### config.mk
export PLATFORM = sky130hd
export DESIGN_NAME = three_c_classifier
export DESIGN_NICKNAME = d
export VERILOG_FILES = /design/src/rtl/tcc_pkg.sv /design/src/rtl/tcc_dm_tags.sv /design/src/rtl/tcc_fa_lru.sv /design/src/rtl/tcc_seen_map.sv /design/src/rtl/tcc_counters.sv /design/src/rtl/three_c_classifier.sv
export SDC_FILE = /design/constraint.sdc
export NUM_CORES = 1
export LEC_CHECK = 0
export CORE_ASPECT_RATIO = 0.6
export CORE_MARGIN = 5
export CORE_UTILIZATION = 25
export CTS_BUF_LIST = sky130_fd_sc_hd__clkbuf_8 sky130_fd_sc_hd__clkbuf_16
export CTS_CLUSTER_DIAMETER = 120
export DETAILED_ROUTE_END_ITERATION = 12
export SYNTH_ARGS = -nofsm -noshare
export SYNTH_HDL_FRONTEND = slang
export SYNTH_SLANG_ARGS = --single-unit
### constraint.sdc
create_clock -name clk_i -period 7.7 [get_ports clk_i]
set_input_delay 0.77 -clock clk_i [delete_from_list [all_inputs] [get_ports clk_i]]
set_output_delay 0.77 -clock clk_i [all_outputs]
set_load 0.1 [all_outputs]
### src/rtl/tcc_pkg.sv
`timescale 1ns/1ps
package tcc_pkg;
  typedef enum logic [1:0] {
    CLS_HIT  = 2'b00,
    CLS_COMP = 2'b01,
    CLS_CAP  = 2'b10,
    CLS_CONF = 2'b11
  } cls_e;
  localparam int NUM_CLS = 4;
endpackage

### src/rtl/tcc_dm_tags.sv
`timescale 1ns/1ps
module tcc_dm_tags #(
  parameter int LINES  = 4,
  parameter int ADDR_W = 6
) (
  input  logic              clk_i,
  input  logic              rst_ni,
  input  logic              upd_i,
  input  logic [ADDR_W-1:0] addr_i,
  output logic              hit_o
);
  localparam int IDX_W = $clog2(LINES);
  localparam int TAG_W = ADDR_W - IDX_W;

  logic [TAG_W-1:0] tag_q [LINES];
  logic [LINES-1:0] vld_q;
  logic [IDX_W-1:0] idx;
  logic [TAG_W-1:0] tag;

  assign idx   = addr_i[IDX_W-1:0];
  assign tag   = addr_i[ADDR_W-1:IDX_W];
  assign hit_o = vld_q[idx] && (tag_q[idx] == tag);

  always_ff @(posedge clk_i or negedge rst_ni) begin
    if (!rst_ni) begin
      vld_q <= '0;
      for (int i = 0; i < LINES; i++) tag_q[i] <= '0;
    end else if (upd_i) begin
      vld_q[idx] <= 1'b1;
      tag_q[idx] <= tag;
    end
  end
endmodule

### src/rtl/tcc_fa_lru.sv
`timescale 1ns/1ps
module tcc_fa_lru #(
  parameter int LINES  = 4,
  parameter int ADDR_W = 6
) (
  input  logic              clk_i,
  input  logic              rst_ni,
  input  logic              upd_i,
  input  logic [ADDR_W-1:0] addr_i,
  output logic              hit_o
);
  localparam int AGE_W = $clog2(LINES);
  localparam logic [AGE_W:0] OLDEST = (AGE_W+1)'(LINES - 1);
  localparam logic [AGE_W:0] NONE   = (AGE_W+1)'(LINES);

  logic [ADDR_W-1:0] tag_q [LINES];
  logic [AGE_W-1:0]  age_q [LINES];
  logic [LINES-1:0]  vld_q;
  logic [LINES-1:0]  hit_vec;
  logic [AGE_W-1:0]  hit_idx, free_idx, old_idx, slot;
  logic              full;
  logic [AGE_W:0]    ref_age;

  genvar g;
  generate
    for (g = 0; g < LINES; g++) begin : g_cmp
      assign hit_vec[g] = vld_q[g] && (tag_q[g] == addr_i);
    end
  endgenerate

  assign hit_o = |hit_vec;
  assign full  = &vld_q;

  always_comb begin
    hit_idx  = '0;
    free_idx = '0;
    old_idx  = '0;
    for (int i = LINES - 1; i >= 0; i--) begin
      if (hit_vec[i])                            hit_idx  = AGE_W'(i);
      if (!vld_q[i])                             free_idx = AGE_W'(i);
      if ({1'b0, age_q[i]} == OLDEST)            old_idx  = AGE_W'(i);
    end
    if (hit_o) begin
      slot    = hit_idx;
      ref_age = {1'b0, age_q[hit_idx]};
    end else if (full) begin
      slot    = old_idx;
      ref_age = OLDEST;
    end else begin
      slot    = free_idx;
      ref_age = NONE;  // fill: every valid entry ages
    end
  end

  always_ff @(posedge clk_i or negedge rst_ni) begin
    if (!rst_ni) begin
      vld_q <= '0;
      for (int i = 0; i < LINES; i++) begin
        tag_q[i] <= '0;
        age_q[i] <= '0;
      end
    end else if (upd_i) begin
      for (int i = 0; i < LINES; i++) begin
        if (AGE_W'(i) == slot) begin
          vld_q[i] <= 1'b1;
          tag_q[i] <= addr_i;
          age_q[i] <= '0;
        end else if (vld_q[i] && ({1'b0, age_q[i]} < ref_age)) begin
          age_q[i] <= age_q[i] + 1'b1;
        end
      end
    end
  end
endmodule

### src/rtl/tcc_seen_map.sv
`timescale 1ns/1ps
module tcc_seen_map #(
  parameter int ADDR_W = 6
) (
  input  logic              clk_i,
  input  logic              rst_ni,
  input  logic              upd_i,
  input  logic [ADDR_W-1:0] addr_i,
  output logic              seen_o
);
  localparam int BLOCKS = 1 << ADDR_W;

  logic [BLOCKS-1:0] seen_q;

  assign seen_o = seen_q[addr_i];

  always_ff @(posedge clk_i or negedge rst_ni) begin
    if (!rst_ni)    seen_q <= '0;
    else if (upd_i) seen_q[addr_i] <= 1'b1;
  end
endmodule

### src/rtl/tcc_counters.sv
`timescale 1ns/1ps
module tcc_counters
  import tcc_pkg::*;
#(
  parameter int CNT_W = 16
) (
  input  logic                       clk_i,
  input  logic                       rst_ni,
  input  logic                       inc_i,
  input  cls_e                       cls_i,
  input  logic                       clr_i,
  output logic [NUM_CLS-1:0][CNT_W-1:0] cnt_o
);
  genvar k;
  generate
    for (k = 0; k < NUM_CLS; k++) begin : g_cnt
      logic [CNT_W-1:0] cnt_q;
      logic             bump;
      assign bump     = inc_i && (cls_i == cls_e'(k)) && (cnt_q != '1);
      assign cnt_o[k] = cnt_q;
      always_ff @(posedge clk_i or negedge rst_ni) begin
        if (!rst_ni)    cnt_q <= '0;
        else if (clr_i) cnt_q <= '0;
        else if (bump)  cnt_q <= cnt_q + 1'b1;
      end
    end
  endgenerate
endmodule

### src/rtl/three_c_classifier.sv
`timescale 1ns/1ps
module three_c_classifier
  import tcc_pkg::*;
#(
  parameter int LINES  = 4,
  parameter int ADDR_W = 6,
  parameter int CNT_W  = 16
) (
  input  logic              clk_i,
  input  logic              rst_ni,
  input  logic              acc_valid_i,
  input  logic [ADDR_W-1:0] acc_addr_i,
  input  logic              clr_i,
  output logic              cls_valid_o,
  output logic [1:0]        cls_o,
  output logic [CNT_W-1:0]  cnt_hit_o,
  output logic [CNT_W-1:0]  cnt_comp_o,
  output logic [CNT_W-1:0]  cnt_cap_o,
  output logic [CNT_W-1:0]  cnt_conf_o
);
  logic dm_hit, fa_hit, seen;
  cls_e cls_d, cls_q;
  logic vld_q;
  logic [NUM_CLS-1:0][CNT_W-1:0] cnt;

  tcc_dm_tags #(.LINES(LINES), .ADDR_W(ADDR_W)) u_dm (
    .clk_i(clk_i), .rst_ni(rst_ni), .upd_i(acc_valid_i),
    .addr_i(acc_addr_i), .hit_o(dm_hit)
  );

  tcc_fa_lru #(.LINES(LINES), .ADDR_W(ADDR_W)) u_fa (
    .clk_i(clk_i), .rst_ni(rst_ni), .upd_i(acc_valid_i),
    .addr_i(acc_addr_i), .hit_o(fa_hit)
  );

  tcc_seen_map #(.ADDR_W(ADDR_W)) u_seen (
    .clk_i(clk_i), .rst_ni(rst_ni), .upd_i(acc_valid_i),
    .addr_i(acc_addr_i), .seen_o(seen)
  );

  // direct-mapped hit dominates; shadow hit alone only splits misses
  always_comb begin
    if (dm_hit)      cls_d = CLS_HIT;
    else if (!seen)  cls_d = CLS_COMP;
    else if (fa_hit) cls_d = CLS_CONF;
    else             cls_d = CLS_CAP;
  end

  always_ff @(posedge clk_i or negedge rst_ni) begin
    if (!rst_ni) begin
      vld_q <= 1'b0;
      cls_q <= CLS_HIT;
    end else begin
      vld_q <= acc_valid_i;
      if (acc_valid_i) cls_q <= cls_d;
    end
  end

  tcc_counters #(.CNT_W(CNT_W)) u_cnt (
    .clk_i(clk_i), .rst_ni(rst_ni), .inc_i(acc_valid_i),
    .cls_i(cls_d), .clr_i(clr_i), .cnt_o(cnt)
  );

  assign cls_valid_o = vld_q;
  assign cls_o       = cls_q;
  assign cnt_hit_o   = cnt[0];
  assign cnt_comp_o  = cnt[1];
  assign cnt_cap_o   = cnt[2];
  assign cnt_conf_o  = cnt[3];
endmodule

## After elaboration in Yosys (flattened, before gate mapping)

Index checks and enable logic that the tools add are counted.

| cells by class | value |
|---|---|
| equality and inequality tests | 19 |
| add/sub/neg operators | 8 |
| reductions and logical operators | 40 |
| bitwise gates (word level) | 4 |
| $lt $le $gt $ge | 11 |
| mux-type cells | 52 |

Operators with widths:

| operator | count |
|---|---|
| $mux W16 | 8 |
| $add A16 B1 Y16 const B | 4 |
| $ne A16 B16 Y1 const B | 4 |
| $or A64 B64 Y64 | 1 |
| $mux W2 | 26 |
| $eq A6 B6 Y1 | 4 |
| $logic_and A1 B1 Y1 | 20 |
| $bwmux W16 | 1 |
| $reduce_and A2 Y1 | 8 |
| $reduce_bool A2 Y1 | 8 |
| $eq A2 B2 Y1 const B | 6 |
| $lt A2 B3 Y1 | 4 |
| $mux W4 | 3 |
| $add A2 B1 Y2 const B | 4 |
| $bmux W4 S2 | 1 |
| $demux W4 S2 | 1 |
| $lt A6 B7 Y1 const B | 1 |
| $bmux W1 S6 | 1 |
| $demux W1 S6 | 1 |
| $ge A3 B3 Y1 const B | 2 |
| $ge A6 B1 Y1 const B | 1 |
| $mux W3 | 2 |
| $not A2 Y3 | 2 |
| $mux W1 | 5 |
| other kinds (14) | 16 |

| storage, ports and cells | value |
|---|---|
| logic and storage cells | 158 |
| flip-flop bits (word level) | 187 |

## Depth between registers and ports, before layout

| depth | value |
|---|---|
| word-level depth | 15 |
| gate-level depth with buffers | 15 |
| depth with buffers taken out | 11 |

## Modules after synthesis

A second synthesis with hierarchy kept.

| second synthesis, totals | value |
|---|---|
| cell total of the unflattened synthesis | 880 |
| area, all modules | 9665.5 um^2 |

Modules (own cells, without submodules):

| module | cells each | area each (um^2) | instances |
|---|---|---|---|
| tcc_counters | 371 | 3443.3 | 1 |
| tcc_seen_map | 240 | 2951.6 | 1 |
| tcc_fa_lru | 202 | 2209.6 | 1 |
| tcc_dm_tags | 57 | 930.9 | 1 |
| three_c_classifier | 10 | 130.1 | 1 |

## Least setup slack after synthesis

Ideal clock, no wire load.

| timing path | value |
|---|---|
| path kind | input to register |
| from | input acc_addr_i[5] |
| to | register u_fa.age_q[6] in the netlist's numbering |
| data required time | 7566 ps |
| data arrival time | 3453 ps |
| path buffers | 3 |
| stages on the path | 13 |
| path slack | 4113 ps |
| cells stage by stage | buf_4 > buf_6 > xnor2_1 > nand2_1 > or3_1 > and4_1 > buf_2 > and2_1 > a211o_1 > ha_1 > a2111oi_0 > o311ai_2 > mux2i_1 |

| between the ends | value |
|---|---|
| word-level cells in the longest chain between the ends | 15 |
| elaborated cells between the ends (all ways) | 25 |
| those cells by class | order compare: 1; eq/ne: 4; mux: 10; bitwise: 1; reduce/logical: 9 |

RTL lines:

| item | line | RTL |
|---|---|---|
| start: declaration | three_c_classifier.sv:12 | `input logic [ADDR_W-1:0] acc_addr_i,` |
| $eq A6 B6 Y1 | tcc_fa_lru.sv:27 | `assign hit_vec[g] = vld_q[g] && (tag_q[g] == addr_i);` |
| $logic_and A1 B1 Y1 | tcc_fa_lru.sv:27 |  |
| $mux W2 (4 in series) | tcc_fa_lru.sv:39 | `if (hit_vec[i]) hit_idx = AGE_W'(i);` |
| $not A2 Y3 (implied by the code) | tcc_fa_lru.sv:45 | `ref_age = {1'b0, age_q[hit_idx]};` |
| $bmux W2 S2 | tcc_fa_lru.sv:45 |  |
| $mux W2 (implied by the code) (2 in series) | tcc_fa_lru.sv:45 |  |
| $mux W3 | tcc_fa_lru.sv:43 | `if (hit_o) begin` |
| $lt A2 B3 Y1 | tcc_fa_lru.sv:68 | `end else if (vld_q[i] && ({1'b0, age_q[i]} < ref_age)) begin` |
| $logic_and A1 B1 Y1 | tcc_fa_lru.sv:68 |  |
| $reduce_bool A2 Y1 (no line) | - |  |
| $reduce_and A2 Y1 (no line) | - |  |
| end signal: indexed assignment | tcc_fa_lru.sv:69 | `age_q[i] <= age_q[i] + 1'b1;` |
| end: declaration | tcc_fa_lru.sv:17 | `logic [AGE_W-1:0] age_q [LINES];` |

Several ways; a longest one is shown, not always the timed one. The select of a mux whose other input is x is not followed.
A chain may end at the register's enable or synchronous reset.

## Final worst setup path

| timing path | value |
|---|---|
| from | input acc_addr_i[0] |
| to | register u_fa.age_q[7] in the netlist's numbering |

The elaborated chain is that of the path after synthesis.

==> flow_summary.yaml <==
placement:
  place_inst: 1460
  routabilityCongestion: 0.805
  dp_slack_ns: 2.46
  portBuffers: 76
  hpwl_mm: 17.0
pwr:
  internal-power_mw: 2.08
  clkPwrFrac: 0.284
  p_seq_frac: 0.403
  powerDensity_nw_per_um2: 276
  power.leakage_nw: 4.89
  vdd.ir_drop.worst_mv: 0.172
  p_sw_frac: 0.354
  comb_power_share: 0.313
  power.switching_mw: 1.14
logic_synthesis:
  synth_edf_count: 0
  synth_top_cell_area_share: 0.472
  synth_area_leaders: "dfrtp_1 (47%), mux2_2 (5.8%), a21o_1 (3.3%), nand4_1 (2.6%), mux2i_1 (2.4%)"
  synth.distinct_cells: 73
  syn_nets: 934
  ys_ff_latch: 187
  synth_area_um2: 9910
  ys_warn_count: 0
  synth_seq_area_share: 0.472
  syn_area_per_cell_um2: 10.9
  synth_flop_cell: "dfrtp_1"
  synth_area_leader_cell: "dfrtp_1"
  synth.most_common_cell: "dfrtp_1"
  netlist_top_cells_count: "dfrtp_1 (187), nor2_1 (62), mux2_2 (51)"
  netlist_instances: 912
  async_reset_ff_frac: 1.00
sta:
  hold_viol_final: 0
  grt_setup_unrepaired: "false"
  worst_slew_pin_slew_ns: 1.12
  slew_headroom: 0.254
  min_period_ns: 4.79
  layout_setup_ws_ns: 2.91
  report.final.setup_viol: 0
  finalCritPeriodShare: 0.622
  skew_ns: 0.0170
  max_freq_mhz: 209
  maxSlewViolCount: 0
  fin_setup_tns_ns: 0
finish:
  antennaDiodeCount: 0
  final_net_count: 979
  drive_gt1_frac: 0.140
  area_growth_pct: 17.9
  fin_cells: 1492
route:
  routed_via_density: 4.94
  route.detailed.drc: 0
  routedWlPerCell_um: 17.2
  routed-via-count: 7364
  ant_nets: 0
  wl_mm: 25.7
  first_iter_violations: 622
  drt-pass1-iter-count: 5
clock_tree:
  cts_buffers: 17
  cts_tree: "yes"
  post_cts_resized: 0
  cts_setup_buffers: 0
  clockBufferDepth: 2
  clk_pin_slew_ns: 0.08
  cts_root_buf: "clkbuf_16"
  clk_latency_ns: 0.45
  ctsHoldBuffers: 0
  cts-htree-levels: 4
  clkSinkCount: 187
floorplanning:
  rows: 56
  dieArea_um2: 43900
  die_h_um: 164
  start_util: 0.254
  ios: 77
  die_w_um: 267
  core_um2: 39100
outcome:
  outcome: "completed"
setup_path:
  crit_fanout: 17
  worstSetupEndpointType: "flop"
  path_class: "in2reg"
  worst_setup_path_start_kind: "primary input"
  critPathTopFamily: "simple AND/OR/NAND/NOR gates"
  cp_slowest_stage_delay_ns: 0.95
  path_buf_inv: 2
  cp_slowest_cell: "clkdlybuf4s50_1"
  crit_arrival_ns: 5.10
  cp_cell_sequence: "clkdlybuf4s50_1 > buf_4 > xnor2_1 > nand4_1 > or4_1 > and4_1 > and2_1 > a211o_1 > ha_1 > a2111oi_0 > o311ai_2 > mux2i_1"
  worstPathRequired_ns: 8.01
global_route:
  grt_pass1_vias: 7320
  grt-ovfl-total: 0
  grt_pass1_wl_mm: 41.9
  antenna_found_initial: 0
  grt_use_total: 0.119
  grt_max_degree: 109
flow_run:
  max_cap_violations: 0
min_path:
  hp-class: "in2async"
-- stage by stage --
step	power [mW]	cell area, µm²	util	hold WS, ns
after CTS	3.25	11700	0.299	0.455
after global placement	2.30	11100	0.283	0.431
after global routing	3.42	11700	0.299	0.462
after detailed placement	2.32	11100	0.283	0.437
final	3.22	11700	0.299	0.418
after floorplan	2.10	9910	-	0.420
-- path summary, 6_finish.rpt --
path	startpoint	endpoint	slack, ns	cells after the start
worst min-delay path	rst_ni	u_seen.seen_q[34]$_DFFE_PN0P_	0.42	1
max in group asynchronous	rst_ni	u_cnt.g_cnt[0].cnt_q[13]$_DFFE_PN0P_	5.70	2
worst max-delay path	acc_addr_i[0]	u_fa.age_q[7]$_DFFE_PN0P_	2.91	12
worst max register to register	u_fa.tag_q[2]$_DFFE_PN0P_	u_fa.age_q[7]$_DFFE_PN0P_	4.18	10
min in group clk_i	u_seen.seen_q[48]$_DFFE_PN0P_	u_seen.seen_q[48]$_DFFE_PN0P_	0.45	1
worst min register to register	u_seen.seen_q[48]$_DFFE_PN0P_	u_seen.seen_q[48]$_DFFE_PN0P_	0.45	1
-- cell usage in the layout, fill, tap and decap left out, types with 17 or more instances in the layout --
cell type	synthesis	routed
nor2_1	62	62
clkdlybuf4s50_1	0	73
xor2_1	23	23
and3_1	17	17
nand3_1	29	29
mux2_2	51	51
o31ai_1	24	23
nand2_1	43	43
or4_1	21	21
xnor2_1	17	17
a21oi_1	34	34
mux2i_1	24	24
a21o_1	44	44
nand4_1	41	41
clkbuf_16	0	17
o21bai_1	24	24
dfrtp_1	187	187
-- layout make-up --
type | instances | area, µm²
sequential | 187 | 4680
clock buffer | 17 | 425
tap | 522 | 653
clock inverter | 15 | 183
timing repair buffer | 87 | 837
multi-input combinational | 648 | 4840
fill | 4025 | 27400
inverter | 16 | 60.1
-- power by group through the flow --
stage,Clock (mW),Sequential [mW],Combinational (mW)
after floorplan,0,1.32,0.778
after global placement,0,1.31,0.985
after detailed placement,0,1.31,1.00
after CTS,0.945,1.30,1.01
after global routing,0.981,1.32,1.12
final,0.914,1.30,1.01
-- layer usage --
metal	share of wire	track usage
met1	0.53	0.184
met2	0.42	0.170
met3	0.034	0.0214
met4	0.013	0.0300
met5	0	0
-- sequential cells by signal, indices dropped and copies added (netlist names) --
name,count
u_cnt.g_cnt.cnt_q,64
u_seen.seen_q,64
u_fa.tag_q,24
u_dm.tag_q,16
u_fa.age_q,8
u_dm.vld_q,4
u_fa.vld_q,4
cls_o,2
cls_valid_o,1
-- kinds of logic after synthesis --
family / count (synthesis) / synth area share
AO/OA/AOI/OAI: 179 / 0.130
XOR/XNOR: 41 / 0.0370
adder cells (fa/ha/maj): 12 / 0.0151
buffers and inverters: 77 / 0.0403
flip-flops: 187 / 0.472
multiplexers: 91 / 0.117
AND/OR/NAND/NOR: 325 / 0.188
(Power assumes the default switching activity.)
